===== src/rtl/wreg_pkg.sv =====
package wreg_pkg;
   typedef enum logic [1:0] {
      DST_NONE  = 2'b00,
      DST_ARRAY = 2'b01,
      DST_ACC   = 2'b10,
      DST_RSVD  = 2'b11
   } dst_e;
endpackage


===== src/rtl/wreg_lane_merge.sv =====
// Builds the value to store: the full new word, or only the low lane with
// the upper part taken from the current content.
module wreg_lane_merge #(
   parameter int DATA_W = 16,
   parameter int BYTE_W = 8
) (
   input  logic              byte_mode,
   input  logic [DATA_W-1:0] cur,
   input  logic [DATA_W-1:0] nw,
   output logic [DATA_W-1:0] merged
);
   initial begin
      if (BYTE_W < 1 || BYTE_W > DATA_W) $error("wreg_lane_merge: BYTE_W out of range");
   end

   generate
      if (BYTE_W < DATA_W) begin : g_split
         assign merged[BYTE_W-1:0]      = nw[BYTE_W-1:0];
         assign merged[DATA_W-1:BYTE_W] = byte_mode ? cur[DATA_W-1:BYTE_W]
                                                    : nw[DATA_W-1:BYTE_W];
      end else begin : g_full
         logic unused_ok;
         assign unused_ok = byte_mode ^ (^cur);
         assign merged    = nw;
      end
   endgenerate
endmodule


===== src/rtl/wreg_array.sv =====
module wreg_array
   import wreg_pkg::*;
#(
   parameter int DATA_W = 16,
   parameter int BYTE_W = 8,
   parameter int DEPTH  = 32,
   localparam int ADDR_W = $clog2(DEPTH)
) (
   input  logic              clk,
   input  logic              rst_n,
   input  logic              wr_en,
   input  logic              byte_mode,
   input  logic [ADDR_W-1:0] addr,
   input  logic [DATA_W-1:0] wdata,
   output logic [DATA_W-1:0] rd_comb
);
   initial begin
      if (DEPTH < 2 || (1 << ADDR_W) != DEPTH) $error("wreg_array: DEPTH must be a power of two");
   end

   logic [DATA_W-1:0] mem [DEPTH];
   logic [DATA_W-1:0] wr_word;

   assign rd_comb = mem[addr];

   wreg_lane_merge #(.DATA_W(DATA_W), .BYTE_W(BYTE_W)) u_merge (
      .byte_mode (byte_mode),
      .cur       (rd_comb),
      .nw        (wdata),
      .merged    (wr_word)
   );

   always_ff @(posedge clk) begin
      if (rst_n && wr_en) mem[addr] <= wr_word;
   end

   // without a qualified write the addressed entry keeps its value
   a_r2_array_hold: assert property (@(posedge clk) disable iff (!rst_n)
      !wr_en |=> mem[$past(addr)] == $past(mem[addr]));

   // byte write leaves the upper lane of the entry untouched
   a_r5_array_upper_kept: assert property (@(posedge clk) disable iff (!rst_n)
      (wr_en && byte_mode) |=> mem[$past(addr)][DATA_W-1:BYTE_W] == $past(mem[addr][DATA_W-1:BYTE_W]));
endmodule


===== src/rtl/wreg_acc.sv =====
module wreg_acc #(
   parameter int DATA_W = 16,
   parameter int BYTE_W = 8
) (
   input  logic              clk,
   input  logic              rst_n,
   input  logic              ld_en,
   input  logic              byte_mode,
   input  logic [DATA_W-1:0] wdata,
   output logic [DATA_W-1:0] acc_q
);
   logic [DATA_W-1:0] ld_word;

   wreg_lane_merge #(.DATA_W(DATA_W), .BYTE_W(BYTE_W)) u_merge (
      .byte_mode (byte_mode),
      .cur       (acc_q),
      .nw        (wdata),
      .merged    (ld_word)
   );

   always_ff @(posedge clk) begin
      if (!rst_n)     acc_q <= '0;
      else if (ld_en) acc_q <= ld_word;
   end

   // no load request means the accumulator holds
   a_r4_acc_hold: assert property (@(posedge clk) disable iff (!rst_n)
      !ld_en |=> $stable(acc_q));

   // a word-mode load takes the full input word
   a_r4_acc_word_load: assert property (@(posedge clk) disable iff (!rst_n)
      (ld_en && !byte_mode) |=> acc_q == $past(wdata));

   // a byte-mode load keeps the upper lane
   a_r5_acc_upper_kept: assert property (@(posedge clk) disable iff (!rst_n)
      (ld_en && byte_mode) |=> acc_q[DATA_W-1:BYTE_W] == $past(acc_q[DATA_W-1:BYTE_W]));
endmodule


===== src/rtl/wreg_hold.sv =====
module wreg_hold #(
   parameter int DATA_W = 16
) (
   input  logic              clk,
   input  logic [DATA_W-1:0] d,
   output logic [DATA_W-1:0] q
);
   always_ff @(posedge clk) q <= d;
endmodule


===== src/rtl/wreg_store.sv =====
module wreg_store
   import wreg_pkg::*;
#(
   parameter int DATA_W = 16,
   parameter int BYTE_W = 8,
   parameter int DEPTH  = 32,
   localparam int ADDR_W = $clog2(DEPTH)
) (
   input  logic              clk,
   input  logic              rst_n,
   input  logic              ien_n,
   input  logic [1:0]        dst_sel,
   input  logic              byte_mode,
   input  logic [ADDR_W-1:0] addr,
   input  logic [DATA_W-1:0] wdata,
   output logic [DATA_W-1:0] rdata,
   output logic [DATA_W-1:0] acc
);
   dst_e              dst;
   logic              arr_wr;
   logic              acc_ld;
   logic [DATA_W-1:0] arr_rd;

   assign dst    = dst_e'(dst_sel);
   assign arr_wr = !ien_n && (dst == DST_ARRAY);
   assign acc_ld = !ien_n && (dst == DST_ACC);

   wreg_array #(.DATA_W(DATA_W), .BYTE_W(BYTE_W), .DEPTH(DEPTH)) u_array (
      .clk       (clk),
      .rst_n     (rst_n),
      .wr_en     (arr_wr),
      .byte_mode (byte_mode),
      .addr      (addr),
      .wdata     (wdata),
      .rd_comb   (arr_rd)
   );

   wreg_hold #(.DATA_W(DATA_W)) u_hold (
      .clk (clk),
      .d   (arr_rd),
      .q   (rdata)
   );

   wreg_acc #(.DATA_W(DATA_W), .BYTE_W(BYTE_W)) u_acc (
      .clk       (clk),
      .rst_n     (rst_n),
      .ld_en     (acc_ld),
      .byte_mode (byte_mode),
      .wdata     (wdata),
      .acc_q     (acc)
   );

   // the read during a write returns the content from before the write
   a_r7_read_old: assert property (@(posedge clk) disable iff (!rst_n)
      arr_wr |=> rdata == $past(arr_rd));

   // a disabled instruction leaves the accumulator alone
   a_r3_acc_disabled: assert property (@(posedge clk) disable iff (!rst_n)
      ien_n |=> $stable(acc));

   // reserved and empty destination codes never load the accumulator
   a_r9_no_dest: assert property (@(posedge clk) disable iff (!rst_n)
      (dst_sel == 2'b00 || dst_sel == 2'b11) |=> $stable(acc));
endmodule


===== config.mk =====
export PLATFORM = sky130hd
export DESIGN_NAME = wreg_store
export DESIGN_NICKNAME = d
export VERILOG_FILES = /design/src/rtl/wreg_pkg.sv /design/src/rtl/wreg_lane_merge.sv /design/src/rtl/wreg_array.sv /design/src/rtl/wreg_acc.sv /design/src/rtl/wreg_hold.sv /design/src/rtl/wreg_store.sv
export SDC_FILE = /design/constraint.sdc
export NUM_CORES = 1
export LEC_CHECK = 0
export ABC_AREA = 1
export BUFFER_PORTS_ARGS = -buffer_cell sky130_fd_sc_hd__buf_2
export CAP_MARGIN = 15
export CORE_MARGIN = 2
export CORE_UTILIZATION = 55
export CTS_BUF_LIST = sky130_fd_sc_hd__clkbuf_8
export CTS_CLUSTER_DIAMETER = 50
export CTS_CLUSTER_SIZE = 24
export DETAILED_ROUTE_END_ITERATION = 6
export HOLD_SLACK_MARGIN = 0.06
export PLACE_DENSITY = 0.74
export REMOVE_ABC_BUFFERS = 1
export SYNTH_ARGS = -nofsm -noshare
export SYNTH_HDL_FRONTEND = slang
export SYNTH_SLANG_ARGS = --single-unit

===== constraint.sdc =====
create_clock -name clk -period 3.2 [get_ports clk]
set_clock_uncertainty 0.2 [all_clocks]
set_input_delay 0.16 -clock clk [delete_from_list [all_inputs] [get_ports clk]]
set_output_delay 0.16 -clock clk [all_outputs]
set_load 0.01 [all_outputs]

==> run metrics, run 1 <==
status finished clean; Final Instance Count excl. Fillers 2464; Worst Path Arrival 3.10 ns; Sequential Power Share 61.7%; post-route ant nets 0; final worst path period share 91.6%; number of storage elements in the synthesis netlist 544; DR DRC count 0; startpoint type of the worst setup path input port; drt wl/cell 19.7 um; switching power as a share of total power 24.1%; Critical Path Sink Type flop; Slew Limit Headroom 37.8%; Setup Total Neg Slack 0 ns; min Tclk post-route 2.93 ns; number of clock buffers inserted by TritonCTS 39; footprint of the multi-input gates 0.00488 mm^2; sequential cell area fraction in the yosys report 74.5%; Gate power share 6.7%; Starting Density 55.6%; total number of vias 13680; maximum fanout count along the critical path 32; core outline area 0.0386 mm^2; # setup viols final 0; Switching Power 3.08 mW; Synth Area per Inst 12.1 um^2; total gr overflow 0; Total Nets Final 1942; buffer count from post-CTS setup fixing 0; placed cell count 2347; final core occ 62.0%; Distinct cells, synth 20; clock tree root driver cell sky130_fd_sc_hd__clkbuf_8; clock tree buffer depth 3; endpoints failing hold 0; post-detailed-routing wire length 48.5 mm; required time at the worst-slack endpoint 3.37 ns; # port buffers 58; CTS clk-pin slew, worst paths 0.10 ns; level count of the clock H-tree 2; die area 0.0407 mm^2; antenna violations before repair 0; Post-Synthesis Cell Area 0.0215 mm^2; total count of max-transition violations in the final report 0; cell count after synthesis 1780; Die W 202 um; busiest metal layer after global routing met2; number of filler instances in the final layout 2921; CTS tree yes; via count of the first global-routing pass 13105; first-pass GRT wire length 75.4 mm; internal power of the cells 9.72 mW; count of TritonRoute iterations in the first routing pass 6; critical setup path kind in2reg; Pleak 9.35 nW; DIE HEIGHT 202 um; maximum clock rate 0.341 GHz; overall routing resource usage 24.1%; estimated wirelength of the detail-placed design 29.1 mm; min-delay worst type in2reg; number of core rows 72; peak supply drop 0.470 mV; Placer Congestion 0.859; met3 track utilization from global routing 3.27%; transition time at the pin with the least slew margin 0.931 ns; largest net degree at the start of global routing 84; source-to-sink clock delay at the later pin of the worst-skew pair 0.62 ns; proportion of layout cells with a drive suffix above 1 11.6%; FF+latch area 0.0160 mm^2; met2 track demand over resource in global routing 39.4%; Area growth, synth to finish 11.5%; synthesis warning total 0; clock group share of total power 31.6%; ratio of routed vias to standard cells 5.55; diodes inserted 0; Max-Cap Viols 0; clk sink count 544; setup repair after global routing missed its margin false; total power density per cell area 534 mW/mm^2; power after layout 12.8 mW; met1 routing resource usage after global routing 34.6%; Iter 0 DRT Violations 1396; number of placed I/O pins 59
[power groups by stage]
| stage | sequential [mW] | combinational (mW) | clock, mW |
|---|---|---|---|
| 2_1_floorplan | 8.07 | 0.393 | 0 |
| 3_3_place_gp | 8.05 | 0.807 | 0 |
| 3_5_place_dp | 8.05 | 0.824 | 0 |
| 4_1_cts | 7.89 | 0.862 | 4.13 |
| 5_1_grt | 7.90 | 0.951 | 4.39 |
| 6_report | 7.89 | 0.863 | 4.04 |
[through the flow]
stage	area (um^2)	hold slack [ns]	worst slack, ns
after floorplan	20900	0.0589	-1.66
after global placement	22600	0.248	0.498
after detailed placement	22600	0.258	0.565
after CTS	24000	0.131	0.345
after global routing	24000	0.233	0.144
final	24000	0.190	0.269
[what timing repair did]
item | in CTS | in global routing
endpoints found under the hold margin | 543 | 0
hold buffers | 45 | 0
gates resized for setup | 0 | 0
[cells in the mapped netlist]
| library cell | number | area (um^2) |
|---|---|---|
| sky130_fd_sc_hd__a21oi_1 | 8 | 40.0 |
| sky130_fd_sc_hd__a22oi_1 | 128 | 961 |
| sky130_fd_sc_hd__buf_2 | 52 | 260 |
| sky130_fd_sc_hd__buf_4 | 10 | 75.1 |
| sky130_fd_sc_hd__buf_6 | 17 | 191 |
| sky130_fd_sc_hd__clkbuf_1 | 7 | 26.3 |
| sky130_fd_sc_hd__clkinv_1 | 1 | 3.75 |
| sky130_fd_sc_hd__dfxtp_1 | 32 | 641 |
| sky130_fd_sc_hd__edfxtp_1 | 512 | 15400 |
| sky130_fd_sc_hd__inv_1 | 13 | 48.8 |
| sky130_fd_sc_hd__inv_2 | 1 | 3.75 |
| sky130_fd_sc_hd__inv_4 | 3 | 18.8 |
| sky130_fd_sc_hd__nand2_1 | 884 | 3320 |
| sky130_fd_sc_hd__nand2_2 | 3 | 18.8 |
| sky130_fd_sc_hd__nand3_1 | 8 | 40.0 |
| sky130_fd_sc_hd__nor2_1 | 83 | 312 |
| sky130_fd_sc_hd__nor3_1 | 1 | 5.00 |
| sky130_fd_sc_hd__nor3_2 | 4 | 40.0 |
| sky130_fd_sc_hd__nor3_4 | 5 | 81.3 |
| sky130_fd_sc_hd__o21ai_0 | 8 | 40.0 |
[layout make-up]
class / instances / area share [%]
clock buffer: 40 / 2.30
tap: 518 / 2.70
multi-input combinational: 1132 / 20.3
clock inverter: 32 / 1.65
sequential: 544 / 66.8
timing repair buffer: 180 / 5.88
inverter: 18 / 0.318
[metal layers]
layer	routed length, um	part of all wire, %
met1	20400	42
met3	3880	8.0
met2	23100	48
met5	0	0
met4	1060	2.2
[registers in the layout (all words and copies together) (netlist names)]
register / count
u_acc.acc_q: 16
u_hold.q: 16
u_array.mem: 512
[path summary, 6_finish.rpt]
| check | from | endpoint | slack, ns | cells past startpoint |
|---|---|---|---|---|
| worst max-delay path | addr[3] | u_array.mem[1][12] | 0.27 | 12 |
| worst min-delay path | addr[1] | u_hold.q[11] | 0.19 | 8 |
| worst max register to register | u_array.mem[30][12] | u_array.mem[1][12] | 1.23 | 11 |
| worst min register to register | u_acc.acc_q[3] | u_acc.acc_q[3] | 0.33 | 2 |
[cells in the final DEF (no fill, tap or decap), drive strengths merged, types with 9 or more instances in the layout]
master       instances
dfxtp               32
inv                 33
nand2              887
nor2                83
dlygate4sd3         45
a22oi              128
edfxtp             512
nor3                10
clkbuf              40
buf                135
clkinv               9
[worst max-delay path, stage by stage]
cell and delay (ns):
sky130_fd_sc_hd__dlygate4sd3_1 0.52, sky130_fd_sc_hd__buf_2 0.25, sky130_fd_sc_hd__inv_4 0.10, sky130_fd_sc_hd__nor3_4 0.41, sky130_fd_sc_hd__dlygate4sd3_1 0.88, sky130_fd_sc_hd__nand2_1 0.10
sky130_fd_sc_hd__nand2_1 0.08, sky130_fd_sc_hd__nor2_1 0.04, sky130_fd_sc_hd__nand2_1 0.08, sky130_fd_sc_hd__nand2_1 0.05, sky130_fd_sc_hd__nand2_1 0.06, sky130_fd_sc_hd__buf_4 0.36
[kinds of logic (layout without fill, tap and decap cells)]
| kind of cell | count (synthesis) | count (layout) | share of synthesized area (%) |
|---|---|---|---|
| and+or+nand+nor | 988 | 988 | 17.7 |
| DFF | 544 | 544 | 74.5 |
| AOI/OAI and AO/OA | 144 | 144 | 4.84 |
| buffers and inverters | 104 | 270 | 2.92 |
No activity file was read; power rests on OpenSTA's default activity.
==> run 2: changes to the inputs <==
--- a/config.mk
+++ b/config.mk
@@ -19,4 +19,5 @@
 export REMOVE_ABC_BUFFERS = 1
 export SYNTH_ARGS = -nofsm -noshare
 export SYNTH_HDL_FRONTEND = slang
+export SYNTH_HIERARCHICAL = 1
 export SYNTH_SLANG_ARGS = --single-unit
==> run metrics, run 2 <==
status finished clean (unchanged); critical setup path kind in2reg (unchanged); switching power as a share of total power 25.0% (was 24.1%); most used cell along the critical path sky130_fd_sc_hd__dlygate4sd3_1 (was sky130_fd_sc_hd__nand2_1); number of filler instances in the final layout 3236 (was 2921); number of clock buffers inserted by TritonCTS 45 (was 39); Gate power share 7.8% (was 6.7%); synthesized-area fraction occupied by ao, oa, aoi and oai cells 0% (was 4.84%); sequential cell area fraction in the yosys report 69.9% (was 74.5%); Adder-Cell Fraction of Synth Area 0% (unchanged); Post-synth ARST share 0% (unchanged); overall routing resource usage 25.4% (was 24.1%); die area 0.0433 mm^2 (was 0.0407 mm^2); main combinational cell family by area after synthesis simple AND/OR/NAND/NOR gates (unchanged); Post-Synth Simple-Gate Area 25.9% (was 17.7%); Die W 208 um (was 202 um); proportion of layout cells with a drive suffix above 1 9.96% (was 11.6%); footprint of the multi-input gates 0.00594 mm^2 (was 0.00488 mm^2); Final Instance Count excl. Fillers 2934 (was 2464); drt wl/cell 18.6 um (was 19.7 um); max reg flops 512 (unchanged); number of placed I/O pins 59 (unchanged); commonest non-fill, non-tap cell in the layout sky130_fd_sc_hd__nand2_1 (unchanged); internal power of the cells 9.87 mW (was 9.72 mW); total power density per cell area 521 mW/mm^2 (was 534 mW/mm^2); Slew Limit Headroom 36.9% (was 37.8%); # port buffers 58 (unchanged); maximum clock rate 0.321 GHz (was 0.341 GHz); Post-Synthesis Cell Area 0.0229 mm^2 (was 0.0215 mm^2); clock tree root driver cell sky130_fd_sc_hd__clkbuf_8 (unchanged); final design instance area without fill 0.0253 mm^2 (was 0.0240 mm^2); Total Nets Final 2390 (was 1942); Sequential Power Share 60.0% (was 61.7%); endpoints failing hold 0 (unchanged); Pleak 10.8 nW (was 9.35 nW); Iter 0 DRT Violations 1540 (was 1396); FF+latch area 0.0160 mm^2 (unchanged); startpoint type of the worst setup path input port (unchanged); estimated wirelength of the detail-placed design 31.9 mm (was 29.1 mm); flip-flop cell with the highest count after synthesis sky130_fd_sc_hd__edfxtp_1 (unchanged); most frequent cells in the layout sky130_fd_sc_hd__nand2_1, sky130_fd_sc_hd__edfxtp_1, sky130_fd_sc_hd__nor2_1 (was sky130_fd_sc_hd__nand2_1, sky130_fd_sc_hd__edfxtp_1, sky130_fd_sc_hd__a22oi_1); largest reg by FF count u_array/mem (was u_array.mem); most frequent cells after synthesis sky130_fd_sc_hd__nand2_1, sky130_fd_sc_hd__edfxtp_1, sky130_fd_sc_hd__nor2_1 (was sky130_fd_sc_hd__nand2_1, sky130_fd_sc_hd__edfxtp_1, sky130_fd_sc_hd__a22oi_1); Worst Path Arrival 3.44 ns (was 3.10 ns); post_cts resized 0 (unchanged); count of TritonRoute iterations in the first routing pass 6 (unchanged); total number of vias 15630 (was 13680); total gr overflow 0 (unchanged); reg-to-reg setup timing slack 0.50 ns (was 1.23 ns); total count of max-transition violations in the final report 0 (unchanged); Switching Power 3.29 mW (was 3.08 mW); first-pass GRT wire length 84.1 mm (was 75.4 mm); cell types occupying the most area after synthesis sky130_fd_sc_hd__edfxtp_1, sky130_fd_sc_hd__nand2_1, sky130_fd_sc_hd__dfxtp_1 (was sky130_fd_sc_hd__edfxtp_1, sky130_fd_sc_hd__nand2_1, sky130_fd_sc_hd__a22oi_1); setup repair after global routing missed its margin false (unchanged); ratio of routed vias to standard cells 5.33 (was 5.55); number of core rows 74 (was 72); min-delay worst type in2reg (unchanged); Placer Congestion 0.848 (was 0.859); mux share of post-synthesis cell area 0% (unchanged); worst reg2reg startpoint u_acc/acc_q[10] (was u_array.mem[30][12]); most used standard cell by instance count after synthesis sky130_fd_sc_hd__nand2_1 (unchanged); worst-case hold slack 0.0704 ns (was 0.190 ns); CTS tree yes (unchanged); clock group share of total power 32.2% (was 31.6%); largest registers u_array/mem (512), u_acc/acc_q (16), u_hold/q (16) (was u_array.mem (512), u_acc.acc_q (16), u_hold.q (16)); CP top delay family buffers and inverters (unchanged); largest area contributor in the netlist sky130_fd_sc_hd__edfxtp_1 (unchanged); final worst path period share 97.3% (was 91.6%); transition time at the pin with the least slew margin 0.943 ns (was 0.931 ns); DIE HEIGHT 208 um (was 202 um); core outline area 0.0410 mm^2 (was 0.0386 mm^2); cell chain of the critical path dlygate4sd3_1 > buf_2 > nand2_1 > dlygate4sd3_1 > nand2_1 > dlygate4sd3_1 > inv_1 > nand2_1 > dlygate4sd3_1 > nand2_1 > nor2_1 > dlygate4sd3_1 (was dlygate4sd3_1 > buf_2 > inv_4 > nor3_4 > dlygate4sd3_1 > nand2_1 > nand2_1 > nor2_1 > nand2_1 > nand2_1 > nand2_1 > buf_4); peak supply drop 0.419 mV (was 0.470 mV); synthesis warning total 6 (was 0); number of storage elements in the synthesis netlist 544 (unchanged); CTS clk-pin slew, worst paths 0.12 ns (was 0.10 ns); number of buffers and inverters on the critical path 7 (was 5); DR DRC count 0 (unchanged); largest net degree at the start of global routing 122 (was 84); count of flip-flops with a built-in enable after synthesis 512 (unchanged); via count of the first global-routing pass 15125 (was 13105); Critical Path Sink Type flop (unchanged); antenna violations before repair 1 (was 0); Critical Path End u_acc/acc_q[10] (was u_array.mem[1][12]); share of the synthesized netlist area taken by xor and xnor gates 0% (unchanged); cell depth of the worst flop-to-flop path 9 (was 11); cell area after placement 0.0238 mm^2 (was 0.0226 mm^2); # setup viols final 0 (unchanged); level count of the clock H-tree 2 (unchanged); required time at the worst-slack endpoint 3.52 ns (was 3.37 ns); placed cell count 2804 (was 2347); Synth Area per Inst 10.2 um^2 (was 12.1 um^2); portion of synthesized cell area occupied by the leading cell type 67.1% (was 71.5%); stage delay of the slowest cell on the critical path 0.58 ns (was 0.88 ns); cell count after synthesis 2251 (was 1780); power after layout 13.2 mW (was 12.8 mW); Distinct cells, synth 17 (was 20); clock tree buffer depth 3 (unchanged); Area growth, synth to finish 10.3% (was 11.5%); Crit path depth 12 (unchanged); post-detailed-routing wire length 54.5 mm (was 48.5 mm); min Tclk post-route 3.11 ns (was 2.93 ns); Max-Cap Viols 0 (unchanged); source-to-sink clock delay at the later pin of the worst-skew pair 0.62 ns (about the same); launch point of the critical path wdata[10] (was addr[3]); maximum fanout count along the critical path 2 (was 32); clk sink count 544 (unchanged); standard cell with the maximum stage delay on the critical path sky130_fd_sc_hd__dlygate4sd3_1 (unchanged); Starting Density 55.9% (was 55.6%); R2R Path End u_acc/acc_q[10] (was u_array.mem[1][12]); post-route ant nets 0 (unchanged)
[run 2: per-stage QoR]
stage | setup slack (ns) | TNS (ns) | util, %
final | 0.0872 | 0 | 61.6
after floorplan | -0.563 | -185.59 | -
after global routing | 0.0381 | 0 | 61.6
after detailed placement | 0.645 | 0 | 58.1
after global placement | 0.685 | 0 | 58.1
after CTS | 0.251 | 0 | 61.6
[run 2: how the worst min path moves through the flow]
stage / to / depth (start not counted) / from
after floorplan: u_array/mem[0][0] / 0 / wdata[0]
after global placement: u_acc/acc_q[7] / 2 / u_acc/acc_q[7]
after detailed placement: u_acc/acc_q[2] / 2 / u_acc/acc_q[2]
after CTS: u_array/mem[12][13] / 4 / byte_mode
after global routing: u_array/mem[12][13] / 4 / byte_mode
final: u_hold/q[9] / 6 / addr[2]
[run 2: area by class of cell]
cell class	count	area share, %
clock inverters	37	1.47
diodes	2	0.0198
repair buffers	185	5.89
well taps	532	2.63
clock buffers	47	2.56
flip-flops and latches	544	63.4
inverters	34	0.564
multi-input cells	1553	23.5
[run 2: timing repair]
item	4_1_cts	5_1_grt
hold buffers	44	0
setup buffers	0	0
endpoints found under the hold margin	447	0
[run 2: tightest hold or removal path, delay by kind of cell]
kind / cells / cell delay (ns)
AND/OR/NAND/NOR: 5 / 0.42
buffers and inverters: 1 / 0.26
[run 2: cells by family after synthesis]
kind of cell	count (synthesis)
DFF	544
buffers and inverters	154
and+or+nand+nor	1553
[run 2: per-layer routing]
| metal | vias to the layer above | track usage (%) | routed length [um] |
|---|---|---|---|
| met5 | - | 0 | 0 |
| met4 | 0 | 9.28 | 1870 |
| met3 | 143 | 2.88 | 4130 |
| met2 | 701 | 42.2 | 26200 |
| met1 | 7372 | 34.9 | 22300 |
| li1 | 7414 | - | - |
[run 2: power groups by stage]
stage	combinational, mW	sequential [mW]	clock, mW
2_1_floorplan	0.443	8.07	0
3_3_place_gp	0.946	8.05	0
3_5_place_dp	0.970	8.05	0
4_1_cts	1.02	7.89	4.30
5_1_grt	1.13	7.90	4.57
6_report	1.03	7.89	4.24
